`config.mk`:
```
export PLATFORM = sky130hd
export DESIGN_NAME = uart_irq_ident
export DESIGN_NICKNAME = d
export VERILOG_FILES = /design/src/rtl/uart_irq_pkg.sv /design/src/rtl/irqid_enable_reg.sv /design/src/rtl/irqid_thre_flag.sv /design/src/rtl/irqid_prio.sv /design/src/rtl/uart_irq_ident.sv
export SDC_FILE = /design/constraint.sdc
export NUM_CORES = 1
export LEC_CHECK = 0
export ABC_AREA = 1
export BUFFER_PORTS_ARGS = -buffer_cell sky130_fd_sc_hd__buf_4
export CAP_MARGIN = 20
export CORE_MARGIN = 2
export CORE_UTILIZATION = 35
export CTS_CLUSTER_DIAMETER = 60
export DETAILED_ROUTE_END_ITERATION = 8
export GPL_TIMING_DRIVEN = 0
export MAX_ROUTING_LAYER = met4
export PLACE_DENSITY_LB_ADDON = 0.08
export SETUP_SLACK_MARGIN = 0.5
export SKIP_CTS_REPAIR_TIMING = 1
export SLEW_MARGIN = 5
export SYNTH_ARGS = -nofsm -noshare
export SYNTH_HDL_FRONTEND = slang
export SYNTH_HIERARCHICAL = 1
export SYNTH_SLANG_ARGS = --single-unit
```
`constraint.sdc`:
```
create_clock -name clk -period 1.7 [get_ports clk]
set_input_delay 0.34 -clock clk [delete_from_list [all_inputs] [get_ports clk]]
set_output_delay 0.34 -clock clk [all_outputs]
set_load 0.02 [all_outputs]
```
`src/rtl/uart_irq_pkg.sv`:
```
package uart_irq_pkg;
   typedef enum logic [3:0] {
      ID_MODEM = 4'h0,
      ID_NONE  = 4'h1,
      ID_THRE  = 4'h2,
      ID_RXD   = 4'h4,
      ID_LINE  = 4'h6,
      ID_TMO   = 4'hC
   } irq_id_e;

   localparam int unsigned IER_BITS = 4;
   localparam int unsigned ERR_BITS = 4;
   localparam int unsigned DLT_BITS = 4;
endpackage

```
`src/rtl/irqid_enable_reg.sv`:
```
module irqid_enable_reg
   import uart_irq_pkg::*;
#(
   parameter int unsigned WDATA_W = 8
) (
   input  logic                clk,
   input  logic                rst_n,
   input  logic                wr,
   input  logic [WDATA_W-1:0]  wdata,
   output logic [IER_BITS-1:0] ier_q
);
   if (WDATA_W < IER_BITS) begin : g_bad_width
      $error("WDATA_W must cover the enable bits");
   end

   always_ff @(posedge clk) begin
      if (!rst_n)  ier_q <= '0;
      else if (wr) ier_q <= wdata[IER_BITS-1:0];
   end

   assert_ier_keep_low_R10: assert property (@(posedge clk) disable iff (!rst_n)
      wr |=> ier_q == $past(wdata[IER_BITS-1:0]));
endmodule

```
`src/rtl/irqid_thre_flag.sv`:
```
module irqid_thre_flag (
   input  logic clk,
   input  logic rst_n,
   input  logic ier_wr,
   input  logic thr_empty,
   input  logic tx_done,
   input  logic thr_wr,
   input  logic id_rd,
   input  logic id_is_thre,
   output logic pend_q
);
   logic arm, disarm;

   assign arm    = tx_done || (ier_wr && thr_empty);
   assign disarm = thr_wr || (id_rd && id_is_thre);

   always_ff @(posedge clk) begin
      if (!rst_n)      pend_q <= 1'b0;
      else if (arm)    pend_q <= 1'b1;
      else if (disarm) pend_q <= 1'b0;
   end

   assert_read_clears_R9: assert property (@(posedge clk) disable iff (!rst_n)
      (id_rd && id_is_thre && !tx_done && !(ier_wr && thr_empty)) |=> !pend_q);
   assert_other_read_keeps_R9: assert property (@(posedge clk) disable iff (!rst_n)
      (id_rd && !id_is_thre && !thr_wr && !tx_done && !ier_wr) |=> pend_q == $past(pend_q));
   assert_ier_rearm_R10: assert property (@(posedge clk) disable iff (!rst_n)
      (ier_wr && thr_empty) |=> pend_q);
   assert_tx_done_sets_R11: assert property (@(posedge clk) disable iff (!rst_n)
      tx_done |=> pend_q);
endmodule

```
`src/rtl/irqid_prio.sv`:
```
module irqid_prio
   import uart_irq_pkg::*;
#(
   parameter int unsigned CNT_W        = 5,
   parameter bit          FIFO_CAPABLE = 1'b1
) (
   input  logic                clk,
   input  logic                rst_n,
   input  logic [IER_BITS-1:0] ier,
   input  logic [ERR_BITS-1:0] lsr_err,
   input  logic                data_ready,
   input  logic                fifo_en,
   input  logic [CNT_W-1:0]    rx_count,
   input  logic [CNT_W-1:0]    rx_trigger,
   input  logic                rx_timeout,
   input  logic                thre_pend,
   input  logic [DLT_BITS-1:0] msr_delta,
   output irq_id_e             id,
   output logic                req
);
   logic src_line, src_tmo, src_rxd, src_thre, src_modem, rx_level_ok;

   if (FIFO_CAPABLE) begin : g_fifo_gate
      assign rx_level_ok = !fifo_en || (rx_count >= rx_trigger);
   end else begin : g_plain_gate
      assign rx_level_ok = 1'b1;
   end

   assign src_line  = ier[2] && (|lsr_err);
   assign src_tmo   = ier[0] && rx_timeout;
   assign src_rxd   = ier[0] && data_ready && rx_level_ok;
   assign src_thre  = ier[1] && thre_pend;
   assign src_modem = ier[3] && (|msr_delta);

   always_comb begin
      if (src_line)       id = ID_LINE;
      else if (src_tmo)   id = ID_TMO;
      else if (src_rxd)   id = ID_RXD;
      else if (src_thre)  id = ID_THRE;
      else if (src_modem) id = ID_MODEM;
      else                id = ID_NONE;
   end

   assign req = (id != ID_NONE);

   assert_line_wins_R2: assert property (@(posedge clk) disable iff (!rst_n)
      (ier[2] && lsr_err != '0) |-> id == ID_LINE);
   assert_tmo_gated_R3: assert property (@(posedge clk) disable iff (!rst_n)
      !ier[0] |-> (id != ID_TMO && id != ID_RXD));
   assert_modem_needs_enable_R6: assert property (@(posedge clk) disable iff (!rst_n)
      (id == ID_MODEM) |-> (ier[3] && msr_delta != '0));
   assert_quiet_when_idle_R7: assert property (@(posedge clk) disable iff (!rst_n)
      (ier == '0) |-> !req);

   if (FIFO_CAPABLE) begin : g_fifo_chk
      assert_below_trigger_R4: assert property (@(posedge clk) disable iff (!rst_n)
         (fifo_en && rx_count < rx_trigger) |-> id != ID_RXD);
   end
endmodule

```
`src/rtl/uart_irq_ident.sv`:
```
module uart_irq_ident
   import uart_irq_pkg::*;
#(
   parameter int unsigned FIFO_DEPTH   = 16,
   parameter bit          FIFO_CAPABLE = 1'b1,
   localparam int unsigned CNT_W       = $clog2(FIFO_DEPTH + 1)
) (
   input  logic             clk,
   input  logic             rst_n,
   input  logic             ier_wr,
   input  logic [7:0]       ier_wdata,
   input  logic             iir_rd,
   input  logic             thr_wr,
   input  logic             thr_empty,
   input  logic             tx_done,
   input  logic [3:0]       lsr_err,
   input  logic             data_ready,
   input  logic             fifo_en,
   input  logic [CNT_W-1:0] rx_count,
   input  logic [CNT_W-1:0] rx_trigger,
   input  logic             rx_timeout,
   input  logic [3:0]       msr_delta,
   output logic [3:0]       ier,
   output logic             irq,
   output logic [7:0]       iir
);
   if (FIFO_DEPTH < 2) begin : g_bad_depth
      $error("FIFO_DEPTH must be at least 2");
   end

   irq_id_e    cur_id;
   logic       thre_pend;
   logic [1:0] mode_bits;

   irqid_enable_reg #(.WDATA_W(8)) u_enable (
      .clk   (clk),
      .rst_n (rst_n),
      .wr    (ier_wr),
      .wdata (ier_wdata),
      .ier_q (ier)
   );

   irqid_thre_flag u_thre (
      .clk        (clk),
      .rst_n      (rst_n),
      .ier_wr     (ier_wr),
      .thr_empty  (thr_empty),
      .tx_done    (tx_done),
      .thr_wr     (thr_wr),
      .id_rd      (iir_rd),
      .id_is_thre (iir[3:0] == ID_THRE),
      .pend_q     (thre_pend)
   );

   irqid_prio #(.CNT_W(CNT_W), .FIFO_CAPABLE(FIFO_CAPABLE)) u_prio (
      .clk        (clk),
      .rst_n      (rst_n),
      .ier        (ier),
      .lsr_err    (lsr_err),
      .data_ready (data_ready),
      .fifo_en    (fifo_en),
      .rx_count   (rx_count),
      .rx_trigger (rx_trigger),
      .rx_timeout (rx_timeout),
      .thre_pend  (thre_pend),
      .msr_delta  (msr_delta),
      .id         (cur_id),
      .req        (irq)
   );

   if (FIFO_CAPABLE) begin : g_mode_fifo
      assign mode_bits = {2{fifo_en}};
   end else begin : g_mode_plain
      assign mode_bits = 2'b00;
   end

   assign iir = {mode_bits, 2'b00, cur_id};

   assert_irq_matches_id_R7: assert property (@(posedge clk) disable iff (!rst_n)
      irq == !iir[0]);
   if (FIFO_CAPABLE) begin : g_mode_chk
      assert_fifo_bits_R8: assert property (@(posedge clk) disable iff (!rst_n)
         iir[7:6] == (fifo_en ? 2'b11 : 2'b00));
   end
endmodule

```
# Word-level counts from Yosys, hierarchy flattened
# Cells that the tools add are included.
# totals
regBits	5
rom_bits	0
n_memories	0
inputBits	36
output_inout_bits	13
latch_bits	0
ramBits	0
wordCells	27
# classes
multipliers	0
magnitude_cmp	1
div_mod_pow	0
shift	0
addsub	0
bitwise_logic	0
reduce_logical	15
n_mux	7
n_eq_ne	2
# ops
operator	n
two-way mux 4 bit	4
logical AND 1 bit	8
OR reduction 4 bit	2
greater-or-equal comparator 5 bit	1
== test 4 x 2 -> 1 bit (second input constant)	1
inequality test 4 x 1 -> 1 bit (second input constant)	1
logical OR 1 bit	3
two-way mux 1 bit	3
nonzero test 2 bit	1
zero test 1 bit	1

# Depth between registers and ports, before layout
# depth
word_depth	12
mapped_depth	17
mapped_depth_nobuf	17

# Cells and area by module
# The synthesis kept the hierarchy.
# by_module_without_submodules
mod	cells_each	area_per_inst_um2	seq_area_each_um2	instances
irqid_prio	46	254.0	0.0	1
irqid_enable_reg	25	166.4	80.1	1
uart_irq_ident	11	56.3	0.0	1
irqid_thre_flag	7	46.3	20.0	1

# Worst setup path after synthesis
# Ideal clock, no wire load.
# synth_timing
path_kind	input -> register
from	input rx_trigger[2]
to	register u_thre.pend_q
setup_slack_ns	-0.118
path_stages	17
setup_ns	0.070
path_buffers	0
arrival_time_ns	1.749
t_required_ns	1.630
cell_sequence	inv_1 ha_1 nand2_1 inv_1 nand2_1 nand2_1 nand2_1 nand2_1 nand2_2 nand3_2 nor2_2 inv_1 nand2_1 nor2_1 nand2_1 nand3_1 a21oi_1
# synth_via
elab_chain_len	10
# synth_rtl
element	line	rtl
start, declared	uart_irq_ident.sv:20	input logic [CNT_W-1:0] rx_trigger,
greater-or-equal comparator 5 bit	irqid_prio.sv:24	assign rx_level_ok = !fifo_en || (rx_count >= rx_trigger);
logical OR 1 bit	irqid_prio.sv:24	
logical AND 1 bit	irqid_prio.sv:31	assign src_rxd = ier[0] && data_ready && rx_level_ok;
two-way mux 4 bit	irqid_prio.sv:38	else if (src_rxd) id = ID_RXD;
two-way mux 4 bit	irqid_prio.sv:37	else if (src_tmo) id = ID_TMO;
two-way mux 4 bit	irqid_prio.sv:36	if (src_line) id = ID_LINE;
net iir[2]	uart_irq_ident.sv:25	output logic [7:0] iir
== test 4 x 2 -> 1 bit	uart_irq_ident.sv:51	.id_is_thre (iir[3:0] == ID_THRE),
logical AND 1 bit	irqid_thre_flag.sv:15	assign disarm = thr_wr || (id_rd && id_is_thre);
logical OR 1 bit	irqid_thre_flag.sv:15	
nonzero test 2 bit (no line)	-	
end signal, assigned	irqid_thre_flag.sv:18	if (!rst_n) pend_q <= 1'b0;
end signal, assigned	irqid_thre_flag.sv:19	else if (arm) pend_q <= 1'b1;
end signal, assigned	irqid_thre_flag.sv:20	else if (disarm) pend_q <= 1'b0;
end, declared	irqid_thre_flag.sv:10	output logic pend_q
# The timed path passes the listed nets, and every way through them passes these cells.
# A chain may end at the register's enable or synchronous reset.

# Worst setup path in the final report
# layout_timing
from	input rx_trigger[4]
to	output iir[0]
# layout_via
elab_chain_len	6
# layout_rtl
element	line
greater-or-equal comparator 5 bit	irqid_prio.sv:24
logical OR 1 bit	irqid_prio.sv:24
logical AND 1 bit	irqid_prio.sv:31
two-way mux 4 bit	irqid_prio.sv:38
two-way mux 4 bit	irqid_prio.sv:37
two-way mux 4 bit	irqid_prio.sv:36
end, declared	uart_irq_ident.sv:25
# Every way passes these cells.

==> results.yml <==
run_status:
  violations: "negative setup slack"
  status: "finished with violations"
grt:
  grtUsageTotal: 0.157
  grt_pass1_wl_um: 2190
  grt_max_degree: 9
  antenna_found_initial: 0
  grt_overflow: 0
  grt_pass1_vias: 599
detailed_routing:
  wl_um: 1300
  drcViolationCount: 0
  via_per_inst: 4.22
  initialDrtViolationCount: 4
  firstDrtPassIters: 4
  post_drt_wl_per_cell_um: 8.57
  antenna_left: 0
  vias: 642
timing:
  setup_viol: 3
  rsz0062_at_grt: "yes"
  worst_hold_slack_ns: 0.351
  report.final.slew_viol_count: 0
  tns_ns: -0.0647
  layout_min_cycle_time_ns: 1.75
  setup_ws_ns: -0.0541
  clock_skew_ns: 0.00653
  finalCritPeriodShare: 1.03
  fmaxAchievable_mhz: 570
  hold_violations: 0
final_layout:
  final_nets: 179
  multi_input_area_sq_um: 382
  seqCellArea_sq_um: 100
  fin_cells: 152
  diodes: 0
  design_area_sq_um: 1020
  nFillCells: 113
  drive_above_1_share: 0.533
  fin_util: 0.757
  area_growth_pct: 95.5
critical_path:
  worstSetupPathType: "in -> out"
  max_stage_delay_ns: 0.20
  crit_slowest_cell: "ha_4"
  r2r_end: "u_thre/pend_q"
  reg2reg_from: "u_enable/ier_q[1]"
  r2r_slack_ns: 0.31
  start_kind: "input pin"
  path_cells: "buf_4, inv_2, ha_4, nand2_1, nand2_2, nor2_4, nand2_1, nand2_2, nand3_4, nor2_4, buf_6"
  critPathArrivalTime_ns: 1.41
  cp_max_fo: 3
  critPathCaptureType: "output port"
  required_ns: 1.36
  r2r_cells: 12
clock_network:
  cts.sinks: 5
  clkLatencyLatePin_ns: 0.24
  cts_buffers: 3
  cts_tree: "yes"
  cts-root-buf: "clkbuf_4"
  cts_buffer_depth: 2
  htreeDepth: 1
  path_clk_slew_ns: 0.05
synthesis:
  ys_seq_area_frac: 0.191
  synth.distinct_cells: 18
  synth.most_common_cell: "nand2_1"
  synth.area.top_cells: "dfxtp_1 (19%), nand2_1 (19%), inv_1 (14%), ha_1 (12%), nor2_1 (9.3%)"
  async_reset_ff_frac: 0
  synth_common_cells: "nand2_1 (26), inv_1 (19), nor2_1 (13)"
  avgSynthCellArea_sq_um: 5.88
  synth_top_flop_cell: "dfxtp_1"
  synth_top_area_share: 0.191
  syn_inst: 89
  netlist_area_sq_um: 523
  ys_ff_latch: 5
  synth_edf_count: 0
  yosys_warnings: 6
  netlist.top_cell.by_area: "dfxtp_1"
placed_design:
  gp_congestion: 0.790
  place_area_sq_um: 950
  dp.cells: 147
  hpwl_um: 1150
  pre_cts_slack_ns: -0.144
  io_buffers: 42
worst_hold_path:
  min_path_type: "in -> reg"
  holdPathEnd: "u_enable/ier_q[3]"
  hold_depth: 3
  min_from: "rst_n"
power:
  ir_worst_vdd_uv: 518
  power_mw: 0.530
  p_leak_nw: 0.583
  p_per_area_nw_per_um2: 518
floorplan:
  die_height_um: 42.7
  rows: 13
  start_util: 0.387
  io_pins: 49
  dieArea_sq_um: 1820
  die_x_um: 42.7
  core_sq_um: 1350
flow_run:
  drv_cap: 0
area by class of cell:
type                            count  area share
Inverter                           22      0.0979
Timing Repair Buffer               43       0.345
Buffer                              5      0.0404
Sequential cell                     5      0.0979
Clock buffer                        3      0.0220
Tap cell                           15      0.0184
Multi-Input combinational cell     58       0.373
Clock inverter                      1     0.00490
how the worst max path moves through the flow:
stage,end,start,depth (start not counted)
detailed placement,iir[0],rx_trigger[2],13
floorplan,u_thre/pend_q,rx_trigger[2],17
global placement,iir[0],rx_trigger[2],13
finish,iir[0],rx_trigger[4],11
CTS,iir[0],rx_trigger[2],13
global route,iir[0],rx_trigger[2],13
critical path: cells and delay by family:
kind          cells  cell delay, ns
simple gates      7            0.58
buf+inv           3            0.29
fa+ha+maj         1            0.20
per-layer routing:
layer / share of wire / global-route usage / vias to the layer above
li1: - / - / 348
met1: 0.39 / 0.154 / 265
met2: 0.52 / 0.306 / 27
met3: 0.081 / 0.0340 / 2
met4: 0.0038 / 0.0375 / 0
met5: 0 / - / -
registers in the layout, indices dropped and copies added, names as in the netlist:
name / flops
u_enable/ier_q: 4
u_thre/pend_q: 1
report_power, final:
| group | switching, mW | internal [mW] |
|---|---|---|
| Combinational | 0.120 | 0.140 |
| Clock | 0.0518 | 0.0853 |
| Sequential | 0.00749 | 0.126 |
| Total | 0.179 | 0.351 |
cell usage in the layout, fill, tap and decap left out, types with 4 or more instances in the layout:
master   Yosys  final
buf_4        4     40
nand2_1     26     24
inv_1       19     14
nor2_1      13     12
buf_6        1      7
dfxtp_1      5      5
inv_2        2      4
ha_4         0      4
cells by family after synthesis:
family                   after synthesis  synth area share
AO/OA/AOI/OAI                          5            0.0694
adder cells (fa/ha/maj)                5             0.120
buffers and inverters                 27             0.237
AND/OR/NAND/NOR                       46             0.376
other                                  1           0.00717
flip-flops                             5             0.191
(Power assumes the default switching activity.)
